File: config.mk
export PLATFORM = sky130hd
export DESIGN_NAME = shift_latch_unit
export DESIGN_NICKNAME = d
export VERILOG_FILES = /design/src/rtl/shl_pkg.sv /design/src/rtl/shl_shifter.sv /design/src/rtl/shl_extract.sv /design/src/rtl/shl_ring_index.sv /design/src/rtl/shift_latch_unit.sv
export SDC_FILE = /design/constraint.sdc
export NUM_CORES = 1
export LEC_CHECK = 0
export BUFFER_PORTS_ARGS = -buffer_cell sky130_fd_sc_hd__buf_2
export CORE_MARGIN = 5
export CORE_UTILIZATION = 35
export CTS_CLUSTER_SIZE = 10
export DETAILED_ROUTE_END_ITERATION = 7
export GPL_TIMING_DRIVEN = 0
export PLACE_DENSITY = 0.68
export SETUP_SLACK_MARGIN = 0.2
export SLEW_MARGIN = 20
export SYNTH_ARGS = -nofsm -noshare
export SYNTH_HDL_FRONTEND = slang
export SYNTH_SLANG_ARGS = --single-unit
File: constraint.sdc
create_clock -name clk -period 2.6 [get_ports clk]
set_input_delay 0.26 -clock clk [delete_from_list [all_inputs] [get_ports clk]]
set_output_delay 0.26 -clock clk [all_outputs]
set_load 0.01 [all_outputs]
File: src/rtl/shl_pkg.sv
package shl_pkg;
  typedef enum logic [1:0] {
    SHM_CLAMP     = 2'd0,
    SHM_DBL_CLAMP = 2'd1,
    SHM_DBL       = 2'd2,
    SHM_PASS      = 2'd3
  } shift_mode_e;
endpackage

File: src/rtl/shl_shifter.sv
module shl_shifter #(
  parameter int ACC_W = 26,
  parameter int SAT_W = 24,
  localparam int SH_W = ACC_W + 1
) (
  input  logic [ACC_W-1:0] acc,
  input  logic [1:0]       mode,
  output logic [SH_W-1:0]  result
);
  import shl_pkg::*;
  localparam logic signed [SH_W-1:0] MAXV = SH_W'((64'sd1 <<< (SAT_W-1)) - 64'sd1);
  localparam logic signed [SH_W-1:0] MINV = -SH_W'(64'sd1 <<< (SAT_W-1));

  logic signed [SH_W-1:0] ext, dbl, pick;

  always_comb begin
    ext  = SH_W'($signed(acc));
    dbl  = ext <<< 1;
    pick = (mode == SHM_DBL_CLAMP) ? dbl : ext;
    unique case (shift_mode_e'(mode))
      SHM_CLAMP, SHM_DBL_CLAMP: begin
        if (pick > MAXV)      result = MAXV;
        else if (pick < MINV) result = MINV;
        else                  result = pick;
      end
      SHM_DBL:  result = dbl;
      default:  result = ext;
    endcase
  end
endmodule

File: src/rtl/shl_extract.sv
module shl_extract #(
  parameter int SH_W   = 27,
  parameter int IN_W   = 24,
  parameter int FRC_W  = 13,
  parameter int ADRS_W = 16,
  parameter int EF_W   = 16
) (
  input  logic [SH_W-1:0]   sh,
  input  logic [1:0]        mode,
  input  logic [IN_W-1:0]   in_val,
  output logic [FRC_W-1:0]  frc_val,
  output logic [ADRS_W-1:0] adrs_val,
  output logic [EF_W-1:0]   ef_val
);
  import shl_pkg::*;
  logic signed [63:0] sh_w, in_w, sar11, sar12, sar16, sar8;

  always_comb begin
    sh_w  = 64'($signed(sh));
    in_w  = 64'($signed(in_val));
    sar11 = sh_w >>> 11;
    sar12 = sh_w >>> 12;
    sar16 = in_w >>> 16;
    sar8  = sh_w >>> 8;
    if (mode == SHM_PASS) begin
      frc_val  = FRC_W'(sh_w[11:0]);
      adrs_val = sar12[ADRS_W-1:0];
    end else begin
      frc_val  = sar11[FRC_W-1:0];
      adrs_val = sar16[ADRS_W-1:0];
    end
    ef_val = sar8[EF_W-1:0];
  end
endmodule

File: src/rtl/shl_ring_index.sv
module shl_ring_index #(
  parameter int AW = 7
) (
  input  logic [AW-1:0] ofs,
  input  logic [AW-1:0] ct,
  output logic [AW-1:0] idx
);
  always_comb idx = ofs + ct;
endmodule

File: src/rtl/shift_latch_unit.sv
module shift_latch_unit #(
  parameter int ACC_W  = 26,
  parameter int SAT_W  = 24,
  parameter int IN_W   = 24,
  parameter int TMP_AW = 7,
  parameter int EFX_AW = 4,
  parameter int FRC_W  = 13,
  parameter int ADRS_W = 16,
  parameter int EF_W   = 16,
  localparam int SH_W  = ACC_W + 1
) (
  input  logic              clk,
  input  logic              rst_n,
  input  logic              step_valid,
  input  logic [ACC_W-1:0]  acc_in,
  input  logic [1:0]        shift_mode,
  input  logic [IN_W-1:0]   in_val,
  input  logic              tmp_wr,
  input  logic [TMP_AW-1:0] tmp_ofs,
  input  logic [TMP_AW-1:0] ring_ct,
  input  logic              frc_ld,
  input  logic              adr_ld,
  input  logic              efx_wr,
  input  logic [EFX_AW-1:0] efx_sel,
  output logic [SH_W-1:0]   shifted,
  output logic              tmp_we,
  output logic [TMP_AW-1:0] tmp_addr,
  output logic [SH_W-1:0]   tmp_wdata,
  output logic [FRC_W-1:0]  frc,
  output logic [ADRS_W-1:0] adrs,
  output logic              efx_we,
  output logic [EFX_AW-1:0] efx_idx,
  output logic [EF_W-1:0]   efx_wdata
);
  logic [ACC_W-1:0]  acc_q;
  logic [SH_W-1:0]   sh_nxt, sh_q;
  logic [FRC_W-1:0]  frc_nxt, frc_q;
  logic [ADRS_W-1:0] adrs_nxt, adrs_q;
  logic [EF_W-1:0]   ef_nxt, ef_q;
  logic [TMP_AW-1:0] idx_nxt, addr_q;
  logic [EFX_AW-1:0] efi_q;
  logic              twe_q, ewe_q;

  shl_shifter #(.ACC_W(ACC_W), .SAT_W(SAT_W)) u_shift (
    .acc(acc_q), .mode(shift_mode), .result(sh_nxt)
  );

  shl_extract #(.SH_W(SH_W), .IN_W(IN_W), .FRC_W(FRC_W),
                .ADRS_W(ADRS_W), .EF_W(EF_W)) u_ext (
    .sh(sh_nxt), .mode(shift_mode), .in_val(in_val),
    .frc_val(frc_nxt), .adrs_val(adrs_nxt), .ef_val(ef_nxt)
  );

  shl_ring_index #(.AW(TMP_AW)) u_idx (
    .ofs(tmp_ofs), .ct(ring_ct), .idx(idx_nxt)
  );

  always_ff @(posedge clk) begin
    if (!rst_n) begin
      acc_q  <= '0;
      sh_q   <= '0;
      frc_q  <= '0;
      adrs_q <= '0;
      ef_q   <= '0;
      addr_q <= '0;
      efi_q  <= '0;
      twe_q  <= 1'b0;
      ewe_q  <= 1'b0;
    end else begin
      twe_q <= step_valid && tmp_wr;
      ewe_q <= step_valid && efx_wr;
      if (step_valid) begin
        acc_q <= acc_in;
        sh_q  <= sh_nxt;
        if (tmp_wr) addr_q <= idx_nxt;
        if (frc_ld) frc_q  <= frc_nxt;
        if (adr_ld) adrs_q <= adrs_nxt;
        if (efx_wr) begin
          ef_q  <= ef_nxt;
          efi_q <= efx_sel;
        end
      end
    end
  end

  assign shifted   = sh_q;
  assign tmp_we    = twe_q;
  assign tmp_addr  = addr_q;
  assign tmp_wdata = sh_q;
  assign frc       = frc_q;
  assign adrs      = adrs_q;
  assign efx_we    = ewe_q;
  assign efx_idx   = efi_q;
  assign efx_wdata = ef_q;
endmodule

==> impl_metrics.csv, run 1 <==
group,metric,value,unit
sta,tns,0,ns
sta,fin_skew,0.00922,ns
sta,tightest_slew,0.633,ns
clocking,cts_hold_buf,0,
critical_path,end_kind,"flop",
synthesis,synth.top_cells.by_count,"dfxtp_1 (110), a21oi_1 (74), nor2_1 (53)",
critical_path,cp_max_fo,10,
placement,dp_hpwl,12700,um
min_path,min_path_type,"primary input to flop",
power,peakVddDrop,0.317,mV
global_route,grt_use_met1,25.0,%
floorplanning,num_rows,45,
floorplanning,core,0.0150,mm2
layout,area_growth,25.8,%
sta,slew-limit-headroom,57.8,%
clocking,cts_root_buffer,"clkbuf_16",
synthesis,ys_ff_latch,110,
global_route,grt_pass1_wl,26300,um
synthesis,synth_edf_count,0,
global_route,grt_use_met3,5.51,%
clocking,ctsHtreeMaxLevel,3,
power,powerDensity,602,mW/mm2
critical_path,start_kind,"flop",
floorplanning,fp.dieH,133,um
clocking,max-clock-path-buffers,2,
layout,drive_gt1_share,33.8,%
clocking,clk_transition_reported_paths,0.07,ns
global_route,grt_max_degree,17,
clocking,cts_buffers,9,
status,outcome,"finished clean",
drt,ant_nets,0,
synthesis,synth_cells,594,
sta,min_period_over_period,84.2,%
synthesis,synth_ff_type,"dfxtp_1",
clocking,cts_tree,"built",
clocking,clk_latency,0.35,ns
synthesis,avgSynthCellArea,8.89,um2
global_route,grt_pass1_vias,4694,
synthesis,synth.most_common_cell,"dfxtp_1",
global_route,grt_use_total,18.6,%
drt,drtIter0Drc,244,
critical_path,cp_data_arrival_time,2.40,ns
layout,fin_nets,860,
global_route,grt.busiest_layer,"met2",
clocking,clock_sinks,110,
global_route,use_met2,29.7,%
critical_path,cp.required,2.81,ns
drt,drt_first_pass_iters,5,
sta,finalHoldViolCount,0,
floorplanning,die_area,0.0177,mm2
drt,viasPerCell,5.15,
synthesis,seq_area_frac_synth,41.7,%
layout,instances_no_fill,967,
sta,slew_violations,0,
layout,fillers,1529,
synthesis,synth_top_area_share,41.7,%
drt,vias,4978,
job,drv_cap,0,
power,leakagePower,3.12,nW
floorplanning,start_util,35.3,%
synthesis,synthTopCellsByArea,"dfxtp_1 (42%), mux2i_1 (8.1%), a21oi_1 (7.0%)",
sta,finalSetupViolCount,0,
synthesis,synth_nets,679,
floorplanning,die_w,133,um
sta,fin_crit,2.19,ns
placement,gp_congestion,0.882,
global_route,antenna_found_initial,0,
layout,n_antenna_cell,0,
floorplanning,io_pins,189,
placement,port_buffers,170,
synthesis,async_flop_share,0,%
critical_path,setup.worst_path.class,"flop to flop",
synthesis,ys_types,51,
placement,place_inst,952,
synthesis,yosysWarnings,0,
synthesis,netlist_area,0.00528,mm2
sta,clock.fmax,457,MHz
synthesis,yosys.area.top_type,"dfxtp_1",
sta,grt_setup_unrepaired,"no",
drt,wirelength,16900,um
drt,post_drt_wl_per_cell,17.4,um
drt,route.detailed.drc,0,
global_route,overflow,0,
[path summary, 6_finish.rpt]
kind / start / end / cells past startpoint / slack, ns
max: acc_q[22] / efx_wdata[15] / 6 / 0.41
min: acc_in[15] / acc_q[15] / 3 / 0.14
max reg2reg: acc_q[22] / efx_wdata[15] / 6 / 0.41
min reg2reg: tmp_addr[4] / tmp_addr[4] / 2 / 0.45
[repair_timing]
| item | 4_1_cts | 5_1_grt |
|---|---|---|
| hold endpoints to repair | 0 | 0 |
| gates resized for setup | 0 | 2 |
| buffers inserted | 0 | 0 |
| setup endpoints to repair | 0 | 5 |
[power by group]
group | switching, mW | total (mW) | internal (mW) | leakage, nW
clock | 0.606 | 1.30 | 0.696 | 0.131
combinational | 0.438 | 0.799 | 0.360 | 2.08
sequential | 0.102 | 1.90 | 1.80 | 0.906
total | 1.15 | 4.00 | 2.85 | 3.12
[state kept, by name, summed over array words and instances (netlist names)]
| name | count |
|---|---|
| frc | 13 |
| efx_idx | 4 |
| shifted | 27 |
| adrs | 15 |
| tmp_addr | 7 |
| efx_wdata | 16 |
| efx_we | 1 |
| acc_q | 26 |
| tmp_we | 1 |
[metrics by stage]
| stage | power, mW | hold slack (ns) | cell area, um2 | util, % | setup slack (ns) |
|---|---|---|---|---|---|
| finish | 4.00 | 0.139 | 6650 | 44.4 | 0.411 |
| floorplan | 2.42 | 0.396 | 5280 | - | 0.533 |
| detailed placement | 2.73 | 0.443 | 6370 | 42.5 | 0.168 |
| global placement | 2.72 | 0.439 | 6370 | 42.5 | 0.178 |
| CTS | 4.03 | 0.128 | 6650 | 44.4 | 0.286 |
| global route | 4.20 | 0.142 | 6650 | 44.4 | 0.221 |
[worst max-delay path, cell delays in order, from the launching register on]
cell and delay (ns):
dfxtp_1 0.31, buf_2 0.20, o2111ai_1 0.16, ha_1 0.33, clkbuf_1 0.23, a221oi_1 0.63
o21ai_0 0.19
[layout make-up]
cell class	count	area [um2]	area share, %
Multi-Input combinational cell	399	2580	38.8
Sequential cell	110	2200	33.1
Timing Repair Buffer	170	851	12.8
Buffer	80	482	7.25
Clock buffer	12	256	3.86
Tap cell	188	235	3.54
Clock inverter	3	20.0	0.301
Inverter	5	18.8	0.282
[per-layer routing]
| layer | share of wire [%] | wire [um] |
|---|---|---|
| met2 | 46 | 7730 |
| met5 | 0 | 0 |
| met1 | 45 | 7590 |
| met3 | 8.2 | 1380 |
| met4 | 0.96 | 162 |
[cells by family after synthesis]
logic type      Yosys count  share of synthesized area [%]
buf+inv                  85                           9.45
simple gates            143                           12.2
fa+ha+maj                 8                           2.04
compound gates          203                           26.1
mux                      43                           8.15
flops                   110                           41.7
xor+xnor                  2                          0.474
[layout by cell type, fill, tap and decap left out, types with 3 or more instances in the layout]
cell type and count:
o21ba_2 10, ha_1 7, a21o_1 4, a311oi_1 8, buf_6 6, a221oi_2 10
clkbuf_1 27, nor2_1 53, a221oi_1 8, or3_1 4, inv_1 5, clkbuf_16 9
nand3_1 4, mux2i_1 43, nand2_1 49, nand2b_1 4, o221ai_1 10, clkbuf_2 3
buf_2 183, dfxtp_1 110, and3_1 9, and2_1 7, o22a_1 10, buf_4 31
o21ai_0 50, a21oi_1 74
No activity file was read; power rests on OpenSTA's default activity.
==> inputs of run 2 (changes only) <==
PLACE_DENSITY = 0.7   (was 0.68)
clock period = 2 ns   (was 2.6 ns; I/O delays follow)
==> run 2 against run 1 <==
Against the previous run:
- global-route usage increased by 0.73 points
- critical path type unchanged
- highest routed layer unchanged
- critical endpoint is now efx_wdata[6]
- register-to-register slack got worse by 0.28 ns
- cell area increased by 9.9%
==> impl_metrics.csv, run 2 (synthesis results as in run 1) <==
group,metric,value,unit
critical_path,rr_startpoint,"acc_q[22]",
clocking,cts_tree,"built",
clocking,clk_latency,0.36,ns
drt,ant_nets,0,
power,p_sw_share,30.5,%
power,switching_power,1.72,mW
status,outcome,"finished clean",
floorplanning,io_pins,189,
sta,finalSetupViolCount,0,
critical_path,cp_max_fo,10,
power,p_seq_share,44.2,%
drt,post_drt_wl_per_cell,18.3,um
global_route,antenna_found_initial,0,
critical_path,end_kind,"flop",
critical_path,crit_start,"acc_q[22]",
power,clockPowerShare,34.0,%
sta,finalHoldViolCount,0,
global_route,grt_pass1_wl,27100,um
global_route,overflow,0,
critical_path,start_kind,"flop",
global_route,grt_use_total,19.3,%
critical_path,endpoint,"efx_wdata[6]",
drt,vias,5195,
drt,drt_first_pass_iters,5,
power,power.internal,3.92,mW
clocking,clk_transition_reported_paths,0.08,ns
floorplanning,start_util,35.3,%
sta,tns,0,ns
sta,tightest_slew,0.677,ns
sta,worst_hold_slack,0.0746,ns
sta,clock.fmax,536,MHz
power,powerDensity,771,mW/mm2
power,leakagePower,3.30,nW
sta,slew_violations,0,
clocking,cts_hold_buf,0,
power,combPwrFrac,21.9,%
global_route,grt_pass1_vias,4879,
layout,drive_gt1_share,39.7,%
floorplanning,fp.dieH,133,um
critical_path,cp.required,2.23,ns
layout,fin_util,48.8,%
critical_path,setup.worst_path.class,"flop to flop",
clocking,cts_buffers,9,
critical_path,rr_worst_depth,8,
clocking,clock_sinks,110,
critical_path,ff2ff_setup_slack,0.13,ns
layout,largest_register_ff_count,27,
drt,route.detailed.drc,0,
floorplanning,die_w,133,um
drt,drtIter0Drc,363,
layout,final_common_cell,"buf_2",
floorplanning,num_rows,45,
layout,fin_nets,875,
sta,fin_crit,1.87,ns
placement,port_buffers,170,
drt,viasPerCell,5.28,
placement,dp_hpwl,12900,um
drt,wirelength,18000,um
min_path,min_path_type,"primary input to flop",
floorplanning,die_area,0.0177,mm2
placement,gp_congestion,0.904,
layout,n_antenna_cell,0,
sta,min_period_over_period,93.3,%
critical_path,timing.rr.end,"efx_wdata[6]",
critical_path,cp_data_arrival_time,2.09,ns
sta,slew-limit-headroom,54.9,%
sta,fin_skew,0.0123,ns
clocking,max-clock-path-buffers,2,
clocking,cts_root_buffer,"clkbuf_16",
floorplanning,core,0.0150,mm2
global_route,grt_max_degree,21,
job,drv_cap,0,
power,total_power,5.63,mW
power,peakVddDrop,0.400,mV
clocking,ctsHtreeMaxLevel,3,
layout,area_growth,38.3,%
sta,grt_setup_unrepaired,"yes",
layout,final_cell_mix,"buf_2 (181), dfxtp_1 (106), a21oi_1 (63)",
==> run 2: cell types whose count changed in the layout (fill, tap and decap cells not counted), sizes merged <==
cell / delta
bufinv: +1
buf: +13
inv: +2
o21ai: +1
clkbuf: -2
clkinv: +1
==> run 2: cell type report <==
class	instances	area (um2)
Inverter	5	18.8
Timing Repair Buffer	184	1000
Clock buffer	9	225
Fill cell	1420	7670
Tap cell	188	235
Multi-Input combinational cell	400	2980
Clock inverter	7	92.6
Sequential cell	110	2210
Buffer	80	544
==> run 2: worst max-delay path, cell delays in order (launching register included) <==
cell,delay (ns)
dfxtp_2,0.32
buf_6,0.11
buf_4,0.17
and2_1,0.21
o21a_1,0.22
buf_6,0.16
buf_8,0.17
a221oi_4,0.25
a21oi_1,0.10
==> run 2: how the worst min path moves through the flow <==
| stage | start | end | slack (ns) | cells past startpoint |
|---|---|---|---|---|
| floorplan | efx_sel[0] | efx_idx[0] | 0.34 | 2 |
| global placement | acc_in[10] | acc_q[10] | 0.43 | 3 |
| detailed placement | acc_in[5] | acc_q[5] | 0.44 | 3 |
| CTS | efx_sel[0] | efx_idx[0] | 0.06 | 3 |
| global route | efx_sel[1] | efx_idx[1] | 0.07 | 3 |
| finish | efx_sel[3] | efx_idx[3] | 0.07 | 3 |
==> run 2: power groups by stage <==
stage / Sequential (mW) / Combinational [mW] / Clock [mW]
2_1_floorplan: 2.53 / 0.628 / 0
3_3_place_gp: 2.51 / 1.03 / 0
3_5_place_dp: 2.52 / 1.05 / 0
4_1_cts: 2.48 / 1.13 / 1.94
5_1_grt: 2.51 / 1.34 / 2.00
6_report: 2.49 / 1.23 / 1.91
==> run 2: through the flow <==
stage	std cells	setup slack (ns)	area, um2
after floorplan	594	0.115	5330
after global placement	952	-0.118	6410
after detailed placement	952	-0.119	6410
after CTS	976	0.118	6970
after global routing	983	0.0841	7300
final	983	0.135	7300
==> run 2: repair_timing <==
item,in CTS,in global routing
endpoints found under the setup margin,46,51
buffers inserted,6,6
gates resized for setup,26,45
endpoints found under the hold margin,0,0
pin swaps,8,50
cloned,2,1
==> run 2: routing by layer <==
layer,GRT usage [%],share of wire [%]
met1,25.0,43
met2,30.7,46
met3,4.83,8.5
met4,8.14,2.6
met5,0,0
==> inputs of run 3 (changes only) <==
ABC_AREA = 1   (was unset)
==> run 3 against run 2 <==
Against the previous run:
- count of clock-buffer cells in the layout increased by 3
- flip-flop and latch count unchanged
- non-clock buffer count fell by 16
- clock power decreased by 5%
- cell area fell by 4.9%
- utilization is 3.4 points lower
- sequential power shrank 2%
- global-route usage rose by 0.39 points
- critical path type unchanged
==> impl_metrics.csv, run 3 <==
group,metric,value,unit
global_route,antenna_found_initial,1,
placement,place_inst,1176,
synthesis,synth_nets,880,
drt,post_drt_wl_per_cell,15.3,um
power,peakVddDrop,0.519,mV
sta,fin_skew,0.00815,ns
synthesis,synth.top_cells.by_count,"nand2_1 (153), o21ai_0 (112), dfxtp_1 (110)",
synthesis,synth_cells,795,
layout,fin_area,0.00695,mm2
synthesis,synth_edf_count,0,
sta,tightest_slew,0.656,ns
global_route,grt_use_total,19.7,%
min_path,min_path_type,"primary input to flop",
synthesis,async_flop_share,0,%
clocking,max-clock-path-buffers,2,
synthesis,ys_ff_latch,110,
sta,finalHoldViolCount,0,
floorplanning,fp.dieH,135,um
power,total_power,5.43,mW
synthesis,ys_types,30,
power,powerDensity,781,mW/mm2
min_path,min_from,"efx_sel[3]",
critical_path,cp.required,2.28,ns
sta,clock.fmax,590,MHz
sta,finalSetupViolCount,0,
synthesis,synthTopCellsByArea,"dfxtp_1 (40%), nand2_1 (10%), o21ai_0 (10%)",
critical_path,setup.worst_path.class,"flop to flop",
floorplanning,num_rows,45,
clocking,clock_sinks,110,
synthesis,synth-xor-area-share,0.638,%
critical_path,cpPeakStageDelay,0.34,ns
power,leakagePower,3.67,nW
clocking,ctsHtreeMaxLevel,3,
layout,n_antenna_cell,0,
synthesis,synth_top_family_by_area,"compound AO/OA/AOI/OAI gates",
clocking,cts_root_buffer,"clkbuf_16",
synthesis,synthAdderAreaFrac,1.96,%
drt,viasPerCell,4.85,
drt,ant_nets,0,
drt,drt_first_pass_iters,6,
clocking,cts_buffers,9,
critical_path,critPathSlowestCell,"dfxtp_2",
synthesis,synth_top_area_share,40.1,%
placement,port_buffers,170,
placement,gp_congestion,0.928,
critical_path,end_kind,"flop",
critical_path,critPathTopFamily,"simple AND/OR/NAND/NOR gates",
synthesis,yosys.area.top_type,"dfxtp_1",
status,outcome,"finished clean",
sta,grt_setup_unrepaired,"no",
layout,final_common_cell,"buf_2",
sta,slew-limit-headroom,56.2,%
layout,area_growth,26.6,%
synthesis,netlist_area,0.00549,mm2
synthesis,synth_mux_area_share,0,%
critical_path,path_buf_inv,2,
job,drv_cap,0,
drt,route.detailed.drc,0,
layout,instances_no_fill,1193,
critical_path,cp_common_cell,"nand2_1",
critical_path,crit_start,"acc_q[22]",
sta,slew_violations,0,
sta,min_period_over_period,84.8,%
floorplanning,io_pins,189,
floorplanning,die_area,0.0183,mm2
sta,worst_hold_slack,0.0911,ns
synthesis,yosys.area_share.simple,20.5,%
floorplanning,core,0.0153,mm2
global_route,grt_max_degree,18,
global_route,grt_pass1_vias,5436,
placement,placedInstanceArea,0.00661,mm2
sta,fin_crit,1.70,ns
clocking,clk_transition_reported_paths,0.07,ns
global_route,overflow,0,
critical_path,rr_startpoint,"acc_q[22]",
layout,drive_gt1_share,25.7,%
synthesis,avgSynthCellArea,6.90,um2
layout,fillers,1624,
synthesis,synth_ff_type,"dfxtp_1",
critical_path,crit_path_cell_trace,"o2111ai_2, ha_4, inv_4, buf_6, nand3_1, nand2_1, nand2_1, nand2_1, nand2_1, a21oi_1",
layout,largest_register_ff_count,27,
global_route,grt_pass1_wl,28600,um
layout,fin_util,45.4,%
synthesis,seq_area_frac_synth,40.1,%
critical_path,cp_data_arrival_time,1.98,ns
drt,vias,5787,
clocking,cts_tree,"built",
clocking,clk_latency,0.36,ns
synthesis,synth-compound-area-share,21.2,%
critical_path,cp_max_fo,10,
layout,fin_nets,1062,
synthesis,yosysWarnings,0,
layout,final_cell_mix,"buf_2 (180), nand2_1 (151), o21ai_0 (111)",
placement,dp_hpwl,14300,um
drt,wirelength,18300,um
drt,drtIter0Drc,491,
floorplanning,die_w,135,um
synthesis,synth.most_common_cell,"nand2_1",
floorplanning,start_util,35.8,%
critical_path,start_kind,"flop",
==> run 3: cell types whose count changed in the layout (fill, tap and decap cells not counted), sizes merged, moves of 18 or more <==
| cell | change |
|---|---|
| nand2 | +103 |
| inv | +93 |
| o21ai | +65 |
| nand3 | +45 |
| mux2i | -43 |
| a221oi | -18 |
==> run 3: per-stage QoR <==
step           worst slack, ns  setup TNS, ns
3_5_place_dp            -0.262          -4.20
2_1_floorplan            0.212              0
5_1_grt                  0.202              0
4_1_cts                  0.215              0
3_3_place_gp            -0.266          -3.69
6_report                 0.304              0
==> run 3: final cells by class <==
class	instances	area [um2]	share of cell area (%)
repair buffers	171	858	12.4
multi-input cells	508	2460	35.4
well taps	211	264	3.80
inverters	100	378	5.44
plain buffers	77	485	6.99
flip-flops and latches	110	2210	31.7
clock buffers	12	267	3.84
clock inverters	4	27.5	0.396
==> run 3: worst paths after layout <==
path                     end  slack, ns  cells past startpoint
hold reg to reg      frc[12]       0.48                      2
setup / recovery      frc[7]       0.30                     10
hold / removal    efx_idx[3]       0.09                      3
setup reg to reg      frc[7]       0.30                     10
==> run 3: worst min-delay path, delay by kind of cell <==
kind | cells | cell delay, ns
buf+inv | 1 | 0.07
compound gates | 1 | 0.07
simple gates | 1 | 0.07
==> run 3: repair_timing <==
action / 4_1_cts / 5_1_grt
buffers inserted: 1 / 0
setup endpoints to repair: 32 / 14
gates resized for setup: 6 / 5
pin swaps: 1 / 0
hold buffers: 0 / 0
==> run 3: logic make-up after synthesis <==
family	count (synthesis)
compound gates	219
xor+xnor	4
fa+ha+maj	8
buf+inv	177
flops	110
simple gates	277
==> run 3: report_power, final <==
group | internal (mW) | switching [mW]
combinational | 0.457 | 0.705
clock | 0.954 | 0.864
sequential | 2.35 | 0.0989
==> run 3: per-layer routing <==
metal,vias up,track usage [%],wire [um]
met5,-,0,7
li1,2919,-,-
met3,21,5.53,1790
met4,2,5.43,292
met2,251,31.1,7990
met1,2594,26.6,8230
